$ cat config.mk
export PLATFORM = sky130hd
export DESIGN_NAME = exc_entry_ctrl
export DESIGN_NICKNAME = d
export VERILOG_FILES = /design/src/rtl/exc_entry_pkg.sv /design/src/rtl/exc_entry_ctl.sv /design/src/rtl/exc_entry_dp.sv /design/src/rtl/exc_entry_ctrl.sv
export SDC_FILE = /design/constraint.sdc
export NUM_CORES = 1
export LEC_CHECK = 0
export BUFFER_PORTS_ARGS = -buffer_cell sky130_fd_sc_hd__buf_2
export CAP_MARGIN = 40
export CORE_AREA = 4 4 158 160
export DETAILED_ROUTE_END_ITERATION = 10
export DIE_AREA = 0 0 162 164
export PLACE_DENSITY = 0.7
export SYNTH_ARGS = -nofsm -noshare
export SYNTH_HDL_FRONTEND = slang
export SYNTH_SLANG_ARGS = --single-unit
$ cat constraint.sdc
create_clock -name clk -period 2.02 [get_ports clk]
set_input_delay 0.303 -clock clk [delete_from_list [all_inputs] [get_ports clk]]
set_output_delay 0.303 -clock clk [all_outputs]
set_load 0.005 [all_outputs]
$ cat src/rtl/exc_entry_pkg.sv
package exc_entry_pkg;
  localparam int NUM_KINDS = 15;
  localparam int KIND_W    = $clog2(NUM_KINDS);
  localparam int CODE_W    = 5;

  // bit position in the request vector == priority (lower wins)
  typedef enum logic [KIND_W-1:0] {
    K_RESET       = 4'd0,
    K_ADEL        = 4'd1,
    K_ADES        = 4'd2,
    K_TLBL_REFILL = 4'd3,
    K_TLBS_REFILL = 4'd4,
    K_TLBL_INV    = 4'd5,
    K_TLBS_INV    = 4'd6,
    K_TLB_MOD     = 4'd7,
    K_SYSCALL     = 4'd8,
    K_BREAK       = 4'd9,
    K_RESV        = 4'd10,
    K_CPU         = 4'd11,
    K_OVF         = 4'd12,
    K_TRAP        = 4'd13,
    K_INT         = 4'd14
  } faultKind_e;

  typedef struct packed {
    logic              take;
    logic              isReset;
    logic [CODE_W-1:0] excCode;
    logic              wrBadVa;
    logic              wrTlb;
    logic              isRefill;
    logic              isInt;
    logic              isCpu;
    logic              isOvf;
  } entryStrobe_t;

  function automatic logic [CODE_W-1:0] codeOf(faultKind_e k);
    case (k)
      K_INT:                     return 5'h00;
      K_TLB_MOD:                 return 5'h01;
      K_TLBL_REFILL, K_TLBL_INV: return 5'h02;
      K_TLBS_REFILL, K_TLBS_INV: return 5'h03;
      K_ADEL:                    return 5'h04;
      K_ADES:                    return 5'h05;
      K_SYSCALL:                 return 5'h08;
      K_BREAK:                   return 5'h09;
      K_RESV:                    return 5'h0A;
      K_CPU:                     return 5'h0B;
      K_OVF:                     return 5'h0C;
      K_TRAP:                    return 5'h0D;
      default:                   return 5'h00;
    endcase
  endfunction
endpackage

$ cat src/rtl/exc_entry_ctl.sv
module exc_entry_ctl
  import exc_entry_pkg::*;
(
  input  logic                 excValid,
  input  logic [NUM_KINDS-1:0] faultReq,
  output entryStrobe_t         strobe
);
  logic [KIND_W-1:0] winner;
  logic              anyReq;
  faultKind_e        kind;

  // scan from the lowest priority upward so the lowest index is left standing
  always_comb begin
    winner = '0;
    anyReq = 1'b0;
    for (int i = NUM_KINDS - 1; i >= 0; i--) begin
      if (faultReq[i]) begin
        winner = i[KIND_W-1:0];
        anyReq = 1'b1;
      end
    end
  end

  assign kind = faultKind_e'(winner);

  always_comb begin
    strobe          = '0;
    strobe.take     = excValid && anyReq;
    strobe.isReset  = (kind == K_RESET);
    strobe.excCode  = codeOf(kind);
    strobe.wrTlb    = (kind == K_TLBL_REFILL) || (kind == K_TLBS_REFILL) ||
                      (kind == K_TLBL_INV) || (kind == K_TLBS_INV) ||
                      (kind == K_TLB_MOD);
    strobe.wrBadVa  = strobe.wrTlb || (kind == K_ADEL) || (kind == K_ADES);
    strobe.isRefill = (kind == K_TLBL_REFILL) || (kind == K_TLBS_REFILL);
    strobe.isInt    = (kind == K_INT);
    strobe.isCpu    = (kind == K_CPU);
    strobe.isOvf    = (kind == K_OVF);
  end
endmodule

$ cat src/rtl/exc_entry_dp.sv
module exc_entry_dp
  import exc_entry_pkg::*;
#(
  parameter int          ADDR_W    = 32,
  parameter int          VPN2_W    = 19,
  parameter int          VPN2X_W   = 2,
  parameter int          ASID_W    = 8,
  parameter int          SRS_W     = 4,
  parameter int          CE_W      = 2,
  parameter int          PAGE_BITS = 12,
  parameter int          INSN_BYTES = 4,
  parameter logic [ADDR_W-1:0] RESET_VEC   = 32'hBFC0_0000,
  parameter logic [ADDR_W-1:0] BOOT_OVF_VEC = 32'hBFC0_0200
) (
  input  logic                clk,
  input  logic                rst_n,
  input  entryStrobe_t        strobe,
  input  logic [ADDR_W-1:0]   pcIn,
  input  logic [ADDR_W-1:0]   nextPcIn,
  input  logic [ADDR_W-1:0]   badVaIn,
  input  logic [VPN2_W-1:0]   vpn2In,
  input  logic [VPN2X_W-1:0]  vpn2xIn,
  input  logic [ASID_W-1:0]   asidIn,
  input  logic [CE_W-1:0]     coprocIdIn,
  input  logic [ADDR_W-1:0]   cfgEbase,
  input  logic                cfgBev,
  input  logic                cfgIv,
  input  logic [SRS_W-1:0]    cfgEss,
  output logic [ADDR_W-1:0]   pcOut,
  output logic [ADDR_W-1:0]   pcNext,
  output logic [ADDR_W-1:0]   pcNextNext,
  output logic                statusExl,
  output logic                statusCu1,
  output logic [CODE_W-1:0]   causeExcCode,
  output logic                causeBd,
  output logic [CE_W-1:0]     causeCe,
  output logic [ADDR_W-1:0]   epc,
  output logic [ADDR_W-1:0]   badVAddr,
  output logic [VPN2_W-1:0]   entryHiVpn2,
  output logic [VPN2X_W-1:0]  entryHiVpn2x,
  output logic [ASID_W-1:0]   entryHiAsid,
  output logic [VPN2_W-1:0]   contextBadVpn2,
  output logic [SRS_W-1:0]    srsCss,
  output logic [SRS_W-1:0]    srsPss
);
  localparam logic [ADDR_W-1:0]    STEP      = ADDR_W'(INSN_BYTES);
  localparam logic [ADDR_W-1:0]    STEP2     = ADDR_W'(2 * INSN_BYTES);
  localparam logic [PAGE_BITS-1:0] OFF_REFILL = PAGE_BITS'(12'h000);
  localparam logic [PAGE_BITS-1:0] OFF_GEN    = PAGE_BITS'(12'h180);
  localparam logic [PAGE_BITS-1:0] OFF_VINT   = PAGE_BITS'(12'h200);

  logic                 inSlot;
  logic [ADDR_W-1:0]    epcCalc;
  logic [PAGE_BITS-1:0] vecOff;
  logic [ADDR_W-1:0]    handler;
  logic                 swapSets;

  assign inSlot  = (pcIn + STEP) != nextPcIn;
  assign epcCalc = inSlot ? (pcIn - STEP) : pcIn;

  always_comb begin
    if (strobe.isRefill && !statusExl)   vecOff = OFF_REFILL;
    else if (strobe.isInt && cfgIv)      vecOff = OFF_VINT;
    else                                 vecOff = OFF_GEN;
  end

  // base is page aligned: the offset replaces the low bits, no carry upward
  always_comb begin
    if (strobe.isOvf && cfgBev) handler = BOOT_OVF_VEC;
    else handler = {cfgEbase[ADDR_W-1:PAGE_BITS], vecOff};
  end

  assign swapSets = !statusExl && !cfgBev;

  // fetch address triplet
  always_ff @(posedge clk or negedge rst_n) begin
    if (!rst_n) begin
      pcOut      <= RESET_VEC;
      pcNext     <= RESET_VEC + STEP;
      pcNextNext <= RESET_VEC + STEP2;
    end else if (strobe.take) begin
      if (strobe.isReset) begin
        pcOut      <= RESET_VEC;
        pcNext     <= RESET_VEC + STEP;
        pcNextNext <= RESET_VEC + STEP2;
      end else begin
        pcOut      <= handler;
        pcNext     <= handler + STEP;
        pcNextNext <= handler + STEP2;
      end
    end
  end

  // status, cause, return address, shadow sets
  always_ff @(posedge clk or negedge rst_n) begin
    if (!rst_n) begin
      statusExl    <= 1'b0;
      statusCu1    <= 1'b1;
      causeExcCode <= '0;
      causeBd      <= 1'b0;
      causeCe      <= '0;
      epc          <= '0;
      srsCss       <= '0;
      srsPss       <= '0;
    end else if (strobe.take) begin
      if (strobe.isReset) begin
        statusCu1 <= 1'b1;
      end else begin
        if (swapSets) begin
          srsPss <= srsCss;
          srsCss <= cfgEss;
        end
        statusExl    <= 1'b1;
        epc          <= epcCalc;
        causeBd      <= inSlot;
        causeExcCode <= strobe.excCode;
        causeCe      <= strobe.isCpu ? coprocIdIn : '0;
      end
    end
  end

  // translation-related capture
  always_ff @(posedge clk or negedge rst_n) begin
    if (!rst_n) begin
      badVAddr       <= '0;
      entryHiVpn2    <= '0;
      entryHiVpn2x   <= '0;
      entryHiAsid    <= '0;
      contextBadVpn2 <= '0;
    end else if (strobe.take && !strobe.isReset) begin
      if (strobe.wrBadVa) badVAddr <= badVaIn;
      if (strobe.wrTlb) begin
        entryHiVpn2    <= vpn2In;
        entryHiVpn2x   <= vpn2xIn;
        entryHiAsid    <= asidIn;
        contextBadVpn2 <= vpn2In;
      end
    end
  end
endmodule

$ cat src/rtl/exc_entry_ctrl.sv
module exc_entry_ctrl
  import exc_entry_pkg::*;
#(
  parameter int ADDR_W  = 32,
  parameter int VPN2_W  = 19,
  parameter int VPN2X_W = 2,
  parameter int ASID_W  = 8,
  parameter int SRS_W   = 4,
  parameter int CE_W    = 2
) (
  input  logic                 clk,
  input  logic                 rst_n,
  input  logic                 excValid,
  input  logic [14:0]          faultReq,
  input  logic [ADDR_W-1:0]    pcIn,
  input  logic [ADDR_W-1:0]    nextPcIn,
  input  logic [ADDR_W-1:0]    badVaIn,
  input  logic [VPN2_W-1:0]    vpn2In,
  input  logic [VPN2X_W-1:0]   vpn2xIn,
  input  logic [ASID_W-1:0]    asidIn,
  input  logic [CE_W-1:0]      coprocIdIn,
  input  logic [ADDR_W-1:0]    cfgEbase,
  input  logic                 cfgBev,
  input  logic                 cfgIv,
  input  logic [SRS_W-1:0]     cfgEss,
  output logic [ADDR_W-1:0]    pcOut,
  output logic [ADDR_W-1:0]    pcNext,
  output logic [ADDR_W-1:0]    pcNextNext,
  output logic                 statusExl,
  output logic                 statusCu1,
  output logic [4:0]           causeExcCode,
  output logic                 causeBd,
  output logic [CE_W-1:0]      causeCe,
  output logic [ADDR_W-1:0]    epc,
  output logic [ADDR_W-1:0]    badVAddr,
  output logic [VPN2_W-1:0]    entryHiVpn2,
  output logic [VPN2X_W-1:0]   entryHiVpn2x,
  output logic [ASID_W-1:0]    entryHiAsid,
  output logic [VPN2_W-1:0]    contextBadVpn2,
  output logic [SRS_W-1:0]     srsCss,
  output logic [SRS_W-1:0]     srsPss
);
  entryStrobe_t strobe;

  exc_entry_ctl u_ctl (
    .excValid (excValid),
    .faultReq (faultReq),
    .strobe   (strobe)
  );

  exc_entry_dp #(
    .ADDR_W  (ADDR_W),
    .VPN2_W  (VPN2_W),
    .VPN2X_W (VPN2X_W),
    .ASID_W  (ASID_W),
    .SRS_W   (SRS_W),
    .CE_W    (CE_W)
  ) u_dp (
    .clk            (clk),
    .rst_n          (rst_n),
    .strobe         (strobe),
    .pcIn           (pcIn),
    .nextPcIn       (nextPcIn),
    .badVaIn        (badVaIn),
    .vpn2In         (vpn2In),
    .vpn2xIn        (vpn2xIn),
    .asidIn         (asidIn),
    .coprocIdIn     (coprocIdIn),
    .cfgEbase       (cfgEbase),
    .cfgBev         (cfgBev),
    .cfgIv          (cfgIv),
    .cfgEss         (cfgEss),
    .pcOut          (pcOut),
    .pcNext         (pcNext),
    .pcNextNext     (pcNextNext),
    .statusExl      (statusExl),
    .statusCu1      (statusCu1),
    .causeExcCode   (causeExcCode),
    .causeBd        (causeBd),
    .causeCe        (causeCe),
    .epc            (epc),
    .badVAddr       (badVAddr),
    .entryHiVpn2    (entryHiVpn2),
    .entryHiVpn2x   (entryHiVpn2x),
    .entryHiAsid    (entryHiAsid),
    .contextBadVpn2 (contextBadVpn2),
    .srsCss         (srsCss),
    .srsPss         (srsPss)
  );
endmodule

==> results of run 1 <==
==> cell families after synthesis <==
family | Yosys count | share of synthesized area (%)
AOI/OAI and AO/OA | 126 | 11.4
xor gates and xnor gates | 42 | 4.75
adders and majority gates | 7 | 1.13
buffers and inverters | 155 | 12.6
DFF | 131 | 42.5
muxes | 76 | 11.0
other | 2 | 0.0970
and+or+nand+nor | 236 | 16.6
==> worst max path at each step <==
stage | endpoint | slack, ns | depth (start not counted)
finish | u_dp.epc[31] | -0.78 | 9
global route | u_dp.epc[31] | -0.88 | 9
CTS | u_dp.epc[31] | -0.75 | 9
detailed placement | u_dp.epc[31] | -1.22 | 9
global placement | u_dp.epc[31] | -1.21 | 9
floorplan | u_dp.epc[31] | -1.28 | 10
==> registers in the layout, indices dropped and copies added, names as in the netlist, 2 cells and up <==
name,flops
u_dp.contextBadVpn2,19
u_dp.epc,32
u_dp.pcNext,22
u_dp.srsCss,4
u_dp.entryHiAsid,8
u_dp.srsPss,4
u_dp.entryHiVpn2x,2
u_dp.badVAddr,32
u_dp.causeExcCode,4
u_dp.causeCe,2
==> Yosys cell counts (13+ instances only) <==
cell type | count | area [um^2]
sky130_fd_sc_hd__or3_1 | 20 | 125
sky130_fd_sc_hd__nor2_1 | 44 | 165
sky130_fd_sc_hd__nand2_1 | 43 | 161
sky130_fd_sc_hd__a21oi_1 | 14 | 70.1
sky130_fd_sc_hd__or4_1 | 13 | 97.6
sky130_fd_sc_hd__clkbuf_1 | 34 | 128
sky130_fd_sc_hd__nand3_1 | 24 | 120
sky130_fd_sc_hd__dfrtp_1 | 122 | 3050
sky130_fd_sc_hd__buf_4 | 96 | 721
sky130_fd_sc_hd__o21ai_0 | 23 | 115
sky130_fd_sc_hd__o211ai_1 | 14 | 105
sky130_fd_sc_hd__mux2_2 | 73 | 822
sky130_fd_sc_hd__xnor2_1 | 27 | 236
sky130_fd_sc_hd__a31oi_1 | 17 | 106
sky130_fd_sc_hd__nor3_1 | 21 | 105
sky130_fd_sc_hd__xor2_1 | 15 | 131
==> layer usage <==
layer	part of all wire (%)	track usage, %	vias to the layer above	wire length (um)
li1	-	-	3607	-
met1	39	23.0	3673	10800
met2	52	36.6	296	14600
met3	6.9	4.97	40	1940
met4	2.5	7.23	2	695
met5	0.046	0	-	13
==> power by group through the flow <==
stage | registers [mW] | logic (mW) | clock network (mW)
3_5_place_dp | 3.67 | 2.66 | 0
2_1_floorplan | 3.67 | 1.45 | 0
4_1_cts | 3.63 | 2.85 | 3.20
5_1_grt | 3.71 | 3.09 | 3.32
3_3_place_gp | 3.64 | 2.60 | 0
6_report | 3.63 | 2.86 | 3.13
==> placed cells by master (no fill, tap or decap), types with 7 or more instances in the layout <==
cell type / synthesis / routed
sky130_fd_sc_hd__buf_2: 4 / 350
sky130_fd_sc_hd__buf_4: 96 / 138
sky130_fd_sc_hd__dfrtp_1: 122 / 122
sky130_fd_sc_hd__mux2_4: 0 / 47
sky130_fd_sc_hd__buf_6: 3 / 44
sky130_fd_sc_hd__nor2_1: 44 / 37
sky130_fd_sc_hd__nand2_1: 43 / 36
sky130_fd_sc_hd__conb_1: 2 / 29
sky130_fd_sc_hd__xnor2_1: 27 / 26
sky130_fd_sc_hd__mux2_2: 73 / 26
sky130_fd_sc_hd__buf_12: 0 / 20
sky130_fd_sc_hd__or3_1: 20 / 17
sky130_fd_sc_hd__clkbuf_16: 0 / 17
sky130_fd_sc_hd__nor3_1: 21 / 16
sky130_fd_sc_hd__a31oi_1: 17 / 15
sky130_fd_sc_hd__nand3_1: 24 / 15
sky130_fd_sc_hd__o211ai_1: 14 / 14
sky130_fd_sc_hd__xor2_1: 15 / 14
sky130_fd_sc_hd__nand4_1: 12 / 12
sky130_fd_sc_hd__a22o_1: 12 / 12
sky130_fd_sc_hd__a21oi_1: 14 / 11
sky130_fd_sc_hd__or4_4: 1 / 11
sky130_fd_sc_hd__o22a_1: 9 / 9
sky130_fd_sc_hd__dfstp_2: 9 / 9
sky130_fd_sc_hd__o21ai_0: 23 / 8
sky130_fd_sc_hd__o21ai_1: 0 / 8
sky130_fd_sc_hd__nor4_1: 10 / 7
sky130_fd_sc_hd__o21ai_2: 0 / 7
sky130_fd_sc_hd__nand3_2: 0 / 7
==> layout make-up <==
cell class	count	area [um^2]	share of cell area [%]
multi-input cells	518	4340	34.7
repair buffers	559	3810	30.5
flip-flops and latches	131	3290	26.3
clock buffers	17	425	3.41
well taps	319	399	3.20
clock inverters	15	170	1.36
inverters	11	53.8	0.431
diodes	2	5.00	0.0401
==> through the flow <==
step | cells | area [um^2]
floorplan | 802 | 8400
global placement | 1492 | 10700
detailed placement | 1492 | 10700
CTS | 1574 | 12400
global route | 1572 | 12500
finish | 1572 | 12500
==> timing repair <==
item,CTS,global route
hold buffers,1,0
setup buffers,40,12
gates cloned,10,0
resized for setup,122,67
hold endpoints to repair,42,0
setup endpoints to repair,131,131
pin swaps,25,46
==> metrics.log, run 1 <==
INFO  metric run_status = finished, violations left
INFO  metric violations = negative setup slack
INFO  metric clkTransAtPathRegs = 0.06 ns
INFO  metric detail_route.wl_per_cell = 17.8 um
INFO  metric finalNetCount = 1428
INFO  metric tritoncts_buffers = 17
INFO  metric synth_top_flop_cell = sky130_fd_sc_hd__dfrtp_1
INFO  metric power_report.internal_total = between 6 and 7 mW
INFO  metric synth.cell_area = 7750 um^2
INFO  metric timing.reg2reg.worst_path_depth = 3
INFO  metric synth_edf_count = 0
INFO  metric worst_path_max_delay_cell = sky130_fd_sc_hd__or4_4
INFO  metric synth-seq-cells = 131
INFO  metric die_w = ~160 um
INFO  metric power.leakage = 6.09 nW
INFO  metric launching_element_of_the_worst_setup_path = pcIn[18]
INFO  metric postLayoutCoreUtil = 53.4%
INFO  metric setup.reg_to_reg.worst_slack = 0.73 ns
INFO  metric clock_path_buffers = 2
INFO  metric tightest_hold_margin = 0.109 ns
INFO  metric routed_wirelength = 28100 um
INFO  metric final.setup_skew = 0.00789 ns
INFO  metric worst_slew_margin_rel = 64.0%
INFO  metric p_comb_share = 29.7%
INFO  metric max_clock_freq = 0.357 GHz
INFO  metric share_clk_of_total_power = 32.6%
INFO  metric drt-vias-per-instance = 4.85
INFO  metric drcViolationCount = 0
INFO  metric critPathMaxStageDelay = between 0.5 and 0.6 ns
INFO  metric worstSetupEndpointType = flip-flop
INFO  metric synth.yosys.seq_area_share = 42.5%
INFO  metric timing_worst_setup_path_type = in2reg
INFO  metric number_of_antenna_violations_at_the_first_check_in_global_routing = 3
INFO  metric start_util = 33.1%
INFO  metric post-route-min-period = 2.80 ns
INFO  metric critPathTopFamily = simple AND/OR/NAND/NOR gates
INFO  metric worstPathCellList = buf_6 > or4_4 > nor3_4 > or3b_4 > or3_4 > or3_4 > or4_4 > or3_1 > a31oi_1
INFO  metric share_of_total_power_consumed_by_net_switching = 30.0%
INFO  metric critical_path_required = 2.36 ns
INFO  metric async_flop_share = between 90% and 100%
INFO  metric rsz_0062_raised_after_global_routing = true
INFO  metric grt.overflow.total = 0
INFO  metric seq_power_share = approximately 38%
INFO  metric detail_route.first_pass.iterations = 4
INFO  metric placement_rows = 56
INFO  metric timing.rr.start = u_dp.statusExl
INFO  metric flow.area_growth_from_synthesis = 61.2%
INFO  metric route.antenna.remaining_nets = 0
INFO  metric hold_path_depth = 2
INFO  metric track_usage = 20.1%
INFO  metric syn-mean-instance-area = 10.0 um^2
INFO  metric holdCritPathClass = in2reg
INFO  metric drt_iter0_markers = 433
INFO  metric die_y = roughly 160 um
INFO  metric synth_cell_types = 65
INFO  metric number_of_global_route_vias_before_repair = 7636
INFO  metric dp.final_hpwl = 21300 um
INFO  metric setup_viol_count_final = 130
INFO  metric final_hold_viol_count = 0
INFO  metric tns = -57.20 ns
INFO  metric ios = 409
INFO  metric die_area = 26600 um^2
INFO  metric total_switching_power = slightly below 3 mW
INFO  metric tightestPinTransition = 0.541 ns
INFO  metric wire_length_of_the_first_global_routing_pass = roughly 42000 um
INFO  metric report.final.slew_viol_count = 0
INFO  metric grt_max_degree = 55
INFO  metric globalplace.congestion = 0.865
INFO  metric cts.root.buffer_cell = sky130_fd_sc_hd__clkbuf_16
INFO  metric floorplan.core_area = 23400 um^2
INFO  metric timing.critical_path.from_type = input pin
INFO  metric postLayoutSetupSlackWorst = -0.781 ns
INFO  metric critical_path_peak_fanout = 2
INFO  metric ir_worst_vdd = 515 uV
INFO  metric hold_path.startpoint = cfgEbase[17]
INFO  metric p_total = 9.63 mW
INFO  metric tritoncts = built
INFO  metric yosysWarnings = 0
INFO  metric synth_cells = approximately 780
INFO  metric maxCapViolations = 0
INFO  metric tritoncts_num_sinks = 131
INFO  metric holdPathEnd = u_dp.pcNext[17]
INFO  metric worst-endpoint-arrival = 3.14 ns
INFO  metric port-buffer-count = between 300 and 400
INFO  metric htree_num_levels = 4
INFO  metric preCtsSetupSlack = -1.22 ns
INFO  metric worstReg2RegEnd = u_dp.srsCss[3]
INFO  metric p_per_area = 771 nW/um^2
INFO  metric layout_worst_path_cycle_share = 139%
INFO  metric drive_gt1_share = roughly 62%
INFO  metric clk_latency = 0.41 ns
INFO  metric final.fill_count = 2130
INFO  metric dr_total_vias = 7618
INFO  metric path_buf_inv = 1
(Power assumes the default switching activity.)
==> inputs of run 2 (changes only) <==
Settings changed: SETUP_SLACK_MARGIN from default to 0.2.
==> metrics.log, run 2 (synthesis results as in run 1) <==
INFO  metric worst_slew_margin_rel = 67.0% (+3.1 points)
INFO  metric clk_latency = 0.41 ns (about the same)
INFO  metric p_per_area = 757 nW/um^2 (-1.8%)
INFO  metric total_switching_power = 2.96 mW (+2.5%)
INFO  metric tns = -56.55 ns (+0.656 ns)
INFO  metric cts.root.buffer_cell = sky130_fd_sc_hd__clkbuf_16
INFO  metric htree_num_levels = 4 (unchanged)
INFO  metric die_area = 26600 um^2 (unchanged)
INFO  metric power.leakage = 6.15 nW (+0.97%)
INFO  metric layout_common_cells = sky130_fd_sc_hd__buf_2 (353), sky130_fd_sc_hd__buf_4 (140), sky130_fd_sc_hd__dfrtp_1 (122), sky130_fd_sc_hd__buf_6 (50), sky130_fd_sc_hd__mux2_4 (44)
INFO  metric critPathMaxStageDelay = 0.55 ns (about the same)
INFO  metric ir_worst_vdd = 500 uV (-2.9%)
INFO  metric most_frequent_standard_cell_in_the_layout_excluding_fill_and_tap_cells = sky130_fd_sc_hd__buf_2
INFO  metric placement_rows = 56 (unchanged)
INFO  metric dr_total_vias = 7866 (+3.3%)
INFO  metric tightest_hold_margin = 0.108 ns (-0.00122 ns)
INFO  metric path_buf_inv = 1 (unchanged)
INFO  metric wire_length_of_the_first_global_routing_pass = 42200 um (-0.36%)
INFO  metric holdCritPathClass = in2reg
INFO  metric die_w = 162 um (unchanged)
INFO  metric critical_path_required = 2.35 ns (about the same)
INFO  metric port-buffer-count = 367 (unchanged)
INFO  metric worstSetupEndpointType = flip-flop
INFO  metric share_clk_of_total_power = 32.1% (-0.5 points)
INFO  metric clkTransAtPathRegs = 0.07 ns (about the same)
INFO  metric floorplan.core_area = 23400 um^2 (unchanged)
INFO  metric timing.critical_path.from_type = input pin
INFO  metric dp.final_hpwl = 21100 um (-1.3%)
INFO  metric routed_wirelength = 28900 um (+3.0%)
INFO  metric p_total = 9.60 mW (-0.32%)
INFO  metric tritoncts_buffers = 17 (unchanged)
INFO  metric detail_route.wl_per_cell = 18.2 um (+2.2%)
INFO  metric setup_viol_count_final = 127 (-2.3%)
INFO  metric timing_worst_setup_path_type = in2reg
INFO  metric clock_path_buffers = 2 (unchanged)
INFO  metric report.final.slew_viol_count = 0 (unchanged)
INFO  metric route.antenna.remaining_nets = 0 (unchanged)
INFO  metric drt-vias-per-instance = 4.97 (+2.5%)
INFO  metric ios = 409 (unchanged)
INFO  metric postLayoutSetupSlackWorst = -0.818 ns (-0.0363 ns)
INFO  metric postLayoutCoreUtil = 54.2% (+0.83 points)
INFO  metric post-route-min-period = 2.84 ns (+0.0363 ns)
INFO  metric globalplace.congestion = 0.883 (+2.2%)
INFO  metric setup.reg_to_reg.worst_slack = 0.73 ns (about the same)
INFO  metric number_of_global_route_vias_before_repair = 7742 (+1.4%)
INFO  metric tritoncts_num_sinks = 131 (unchanged)
INFO  metric drt_iter0_markers = 559 (+29%)
INFO  metric reg_top3 = u_dp.badVAddr (32), u_dp.epc (32), u_dp.pcNext (22)
INFO  metric critPathTopFamily = simple AND/OR/NAND/NOR gates
INFO  metric worst_path_max_delay_cell = sky130_fd_sc_hd__or4_4
INFO  metric flow.area_growth_from_synthesis = 63.8%
INFO  metric grt.overflow.total = 0 (unchanged)
INFO  metric worstPathCellList = buf_6 > or4_4 > nor3_4 > or3b_4 > or3_4 > or3_4 > or4_4 > or3_1 > a31oi_1
INFO  metric tightestPinTransition = 0.491 ns (-0.0499 ns)
INFO  metric share_of_total_power_consumed_by_net_switching = 30.8% (+0.83 points)
INFO  metric final.setup_skew = 0.00858 ns (+0.000690 ns)
INFO  metric drcViolationCount = 0 (unchanged)
INFO  metric max_clock_freq = 0.352 GHz (-1.3%)
INFO  metric p_comb_share = 30.0% (+0.3 points)
INFO  metric finalNetCount = 1441 (+0.91%)
INFO  metric maxCapViolations = 0 (unchanged)
INFO  metric die_y = 164 um (unchanged)
INFO  metric seq_power_share = 37.9% (+0.2 points)
INFO  metric track_usage = 20.1% (-0.080 points)
INFO  metric run_status = finished, violations left
INFO  metric drive_gt1_share = 62.7% (+0.63 points)
INFO  metric power_report.internal_total = 6.64 mW (-1.5%)
INFO  metric grt_max_degree = 54 (-1.8%)
INFO  metric worst-endpoint-arrival = 3.17 ns (+0.03 ns)
INFO  metric rsz_0062_raised_after_global_routing = true
INFO  metric final_hold_viol_count = 0 (unchanged)
INFO  metric final.fill_count = 2065 (-3.1%)
INFO  metric register_area = 3290 um^2 (unchanged)
INFO  metric critical_path_peak_fanout = 3 (+1)
INFO  metric layout_worst_path_cycle_share = 140% (+1.8 points)
INFO  metric detail_route.first_pass.iterations = 5 (+1)
INFO  metric tritoncts = built
INFO  metric preCtsSetupSlack = -1.24 ns (-0.0218 ns)
INFO  metric start_util = 33.1% (unchanged)
INFO  metric multi_input_comb_area = 4340 um^2 (about the same)
INFO  metric violations = negative setup slack
INFO  metric number_of_antenna_violations_at_the_first_check_in_global_routing = 2 (-1)
[run 2: worst paths after layout]
path / from / endpoint / depth (start not counted)
worst max-delay path: pcIn[21] / u_dp.epc[31] / 9
worst min-delay path: cfgEbase[21] / u_dp.pcNext[21] / 2
worst max register to register: u_dp.statusExl / u_dp.srsCss[3] / 3
worst min register to register: u_dp.epc[1] / u_dp.epc[1] / 2
max in group asynchronous: rst_n / u_dp.pcNext[26] / 3
min in group asynchronous: rst_n / u_dp.pcNext[14] / 2
[run 2: layer usage]
| metal | part of all wire (%) | vias up | track usage (%) |
|---|---|---|---|
| met5 | 0.045 | - | 0 |
| met4 | 4.0 | 2 | 8.57 |
| met3 | 6.5 | 75 | 4.44 |
| met2 | 52 | 361 | 36.4 |
| met1 | 37 | 3793 | 22.7 |
| li1 | - | 3635 | - |
[run 2: final cells by class]
type / instances / area share, %
Timing Repair Buffer: 573 / 31.6
Inverter: 11 / 0.424
Multi-Input combinational cell: 517 / 34.2
Clock inverter: 15 / 1.28
Tap cell: 319 / 3.15
Sequential cell: 131 / 25.9
Clock buffer: 17 / 3.35
Antenna cell: 1 / 0.0197
[run 2: timing repair]
action	4_1_cts	5_1_grt
pin swaps	75	47
gates resized for setup	118	60
hold buffers	1	0
endpoints found under the setup margin	131	131
setup buffers	34	16
endpoints found under the hold margin	28	0
cloned	10	1
[run 2: stage by stage]
step                instances  area [um^2]
finish                   1584        12700
global route             1584        12700
CTS                      1566        12300
detailed placement       1489        10700
global placement         1489        10700
floorplan                 802         8400
[run 2: worst reg2reg max path: stages (launching register included)]
cell and delay [ns]:
sky130_fd_sc_hd__dfrtp_1 0.46, sky130_fd_sc_hd__nor3_4 0.24, sky130_fd_sc_hd__buf_12 0.17, sky130_fd_sc_hd__mux2_4 0.31
[run 2: power by group through the flow]
stage	Combinational (mW)	Clock (mW)	Sequential, mW
floorplan	1.45	0	3.67
global placement	2.59	0	3.63
detailed placement	2.64	0	3.67
CTS	2.82	3.17	3.63
global route	3.10	3.30	3.71
finish	2.88	3.08	3.63
==> inputs of run 3 (changes only) <==
Settings changed: PLACE_DENSITY 0.7 to 0.72.
Clock period 2.02 ns to 2.3 ns, I/O delays scaled along.
==> metrics.log, run 3 (synthesis results as in run 1) <==
INFO  metric run_status = finished, violations left
INFO  metric violations = negative setup slack
INFO  metric reg_top3 = u_dp.badVAddr (32), u_dp.epc (32), u_dp.pcNext (22)
INFO  metric holdCritPathClass = in2reg
INFO  metric max_clock_freq = around 0.35 GHz
INFO  metric clkTransAtPathRegs = 0.07 ns (about the same)
INFO  metric report.final.slew_viol_count = 0 (unchanged)
INFO  metric place_area = 10600 um^2 (-1.1%)
INFO  metric post-route-cell-area = 12100 um^2 (-4.8%)
INFO  metric timing_worst_setup_path_type = in2reg
INFO  metric drt-vias-per-instance = 4.93 (-0.78%)
INFO  metric critical_path_peak_fanout = 2 (-1)
INFO  metric grtUsageMet1 = 22.7% (-0.036 points)
INFO  metric drive_gt1_share = 59.4% (-3.3 points)
INFO  metric setup_viol_count_final = 126 (-0.79%)
INFO  metric floorplan.core_area = 23400 um^2 (unchanged)
INFO  metric groute.layer.met3.usage = 4.64% (+0.20 points)
INFO  metric postLayoutSetupSlackWorst = -0.532 ns (+0.286 ns)
INFO  metric drt_iter0_markers = 476 (-15%)
INFO  metric tritoncts_buffers = 17 (unchanged)
INFO  metric power.leakage = 5.86 nW (-4.7%)
INFO  metric route.antenna.remaining_nets = 0 (unchanged)
INFO  metric drcViolationCount = 0 (unchanged)
INFO  metric clock_path_buffers = 2 (unchanged)
INFO  metric detail_route.wl_per_cell = 17.9 um (-1.8%)
INFO  metric die_y = 164 um (unchanged)
INFO  metric start_util = 33.1% (unchanged)
INFO  metric finalNetCount = 1405 (-2.5%)
INFO  metric preCtsSetupSlack = -0.972 ns (+0.273 ns)
INFO  metric detail_route.first_pass.iterations = 5 (unchanged)
INFO  metric final.setup_skew = 0.0118 ns (+0.00327 ns)
INFO  metric grt.overflow.total = 0 (unchanged)
INFO  metric final_hold_viol_count = 0 (unchanged)
INFO  metric track_usage = 19.8% (-0.22 points)
INFO  metric critical_path_required = 2.64 ns (+0.29 ns)
INFO  metric number_of_global_route_vias_before_repair = 7460 (-3.6%)
INFO  metric clk_latency = 0.41 ns (about the same)
INFO  metric wire_length_of_the_first_global_routing_pass = 41700 um (-1.3%)
INFO  metric rsz_0062_raised_after_global_routing = true
INFO  metric layout_worst_path_cycle_share = 123%
INFO  metric final.fill_count = 2173 (+5.2%)
INFO  metric tritoncts = built
INFO  metric cts.root.buffer_cell = sky130_fd_sc_hd__clkbuf_16
INFO  metric ios = 409 (unchanged)
INFO  metric post-route-min-period = 2.83 ns
INFO  metric globalRoute.busiestLayer = met2
INFO  metric timing.critical_path.from_type = input pin
INFO  metric port-buffer-count = 367 (unchanged)
INFO  metric maxCapViolations = 0 (unchanged)
INFO  metric tritoncts_num_sinks = 131 (unchanged)
INFO  metric worst-endpoint-arrival = 3.17 ns (about the same)
INFO  metric flow.area_growth_from_synthesis = 56.0%
INFO  metric most_frequent_standard_cell_in_the_layout_excluding_fill_and_tap_cells = sky130_fd_sc_hd__buf_2
INFO  metric tightestPinTransition = 0.627 ns (+0.137 ns)
INFO  metric globalplace.congestion = 0.882 (-0.19%)
INFO  metric worst_slew_margin_rel = 58.2% (-8.9 points)
INFO  metric layout_common_cells = sky130_fd_sc_hd__buf_2 (362), sky130_fd_sc_hd__buf_4 (125), sky130_fd_sc_hd__dfrtp_1 (122), sky130_fd_sc_hd__mux2_4 (44), sky130_fd_sc_hd__nor2_1 (39)
INFO  metric worstSetupEndpointType = flip-flop
INFO  metric gr-usage-met2 = 36.0% (-0.42 points)
INFO  metric number_of_antenna_violations_at_the_first_check_in_global_routing = 7 (+5)
INFO  metric routed_wirelength = 27700 um (-3.9%)
INFO  metric ir_worst_vdd = 449 uV (-10%)
INFO  metric die_area = 26600 um^2 (unchanged)
INFO  metric placement_rows = 56 (unchanged)
INFO  metric dp.final_hpwl = 21100 um (about the same)
INFO  metric grt_max_degree = 83 (+54%)
INFO  metric p_per_area = 684 nW/um^2 (-9.6%)
INFO  metric die_w = 162 um (unchanged)
INFO  metric dr_total_vias = 7637 (-2.9%)
INFO  metric htree_num_levels = 4 (unchanged)
run 3: cell count changes in the layout (fill, tap and decap cells not counted), moves of 3 or more:
cell,previous run,this run
sky130_fd_sc_hd__a31oi_1,12,15
sky130_fd_sc_hd__or4_4,12,7
sky130_fd_sc_hd__buf_6,50,24
sky130_fd_sc_hd__nand3_2,6,2
sky130_fd_sc_hd__nand3_1,16,20
sky130_fd_sc_hd__nor4_1,7,10
sky130_fd_sc_hd__nand2_1,35,38
sky130_fd_sc_hd__buf_4,140,125
sky130_fd_sc_hd__or4_1,6,11
sky130_fd_sc_hd__inv_8,2,5
sky130_fd_sc_hd__buf_8,5,1
sky130_fd_sc_hd__nand2_2,7,4
sky130_fd_sc_hd__buf_2,353,362
run 3: stage by stage:
step | instances | utilization (%) | power, mW | hold WS [ns] | TNS, ns
6_report | 1550 | 51.6 | 8.26 | 0.151 | -32.95
2_1_floorplan | 802 | - | 4.49 | 0.0494 | -49.86
4_1_cts | 1542 | 50.8 | 8.33 | 0.115 | -20.91
3_5_place_dp | 1478 | 45.2 | 5.54 | 0.134 | -95.85
5_1_grt | 1550 | 51.6 | 8.71 | 0.127 | -42.40
3_3_place_gp | 1478 | 45.2 | 5.46 | 0.134 | -87.09
run 3: per-layer routing:
metal	routed length (um)	vias to the layer above
met4	768	8
met1	10500	3682
met2	14400	315
met3	2050	50
li1	-	3582
met5	51	-
run 3: worst paths after layout:
| check | slack (ns) | end | from | cells after the start |
|---|---|---|---|---|
| worst max-delay path | -0.53 | u_dp.epc[31] | pcIn[20] | 9 |
| worst max register to register | 1.02 | u_dp.srsCss[3] | u_dp.statusExl | 3 |
| worst min-delay path | 0.15 | u_dp.pcNext[17] | cfgEbase[17] | 2 |
| max in group asynchronous | 1.22 | u_dp.srsCss[2] | rst_n | 3 |
| min in group asynchronous | 0.28 | u_dp.epc[3] | rst_n | 2 |
| worst min register to register | 0.47 | u_dp.epc[0] | u_dp.epc[0] | 2 |
run 3: power breakdown:
group	leakage, nW	switching, mW	internal (mW)
Clock	0.271	1.17	1.43
Sequential	1.58	0.361	2.84
Combinational	4.01	1.05	1.41
Total	5.86	2.58	5.69
run 3: critical path, stage by stage:
cell and delay [ns]:
sky130_fd_sc_hd__buf_6 0.09, sky130_fd_sc_hd__or4_4 0.55, sky130_fd_sc_hd__nor3_4 0.13, sky130_fd_sc_hd__or3b_4 0.39
sky130_fd_sc_hd__or3_4 0.34, sky130_fd_sc_hd__or3_4 0.34, sky130_fd_sc_hd__or4_4 0.51, sky130_fd_sc_hd__or3_1 0.31
sky130_fd_sc_hd__a31oi_1 0.15
run 3: layout make-up:
class	count	area (um^2)	share of cell area [%]
inverters	11	58.8	0.487
multi-input cells	518	4190	34.6
flip-flops and latches	131	3290	27.2
clock inverters	15	136	1.13
well taps	319	399	3.30
repair buffers	536	3580	29.6
diodes	3	7.51	0.0621
clock buffers	17	425	3.52
run 3: timing repair:
action,4_1_cts,5_1_grt
hold buffers,1,0
setup buffers,21,4
setup endpoints to repair,130,130
pin swaps,34,28
hold endpoints to repair,64,0
cloned,10,1
resized for setup,84,29
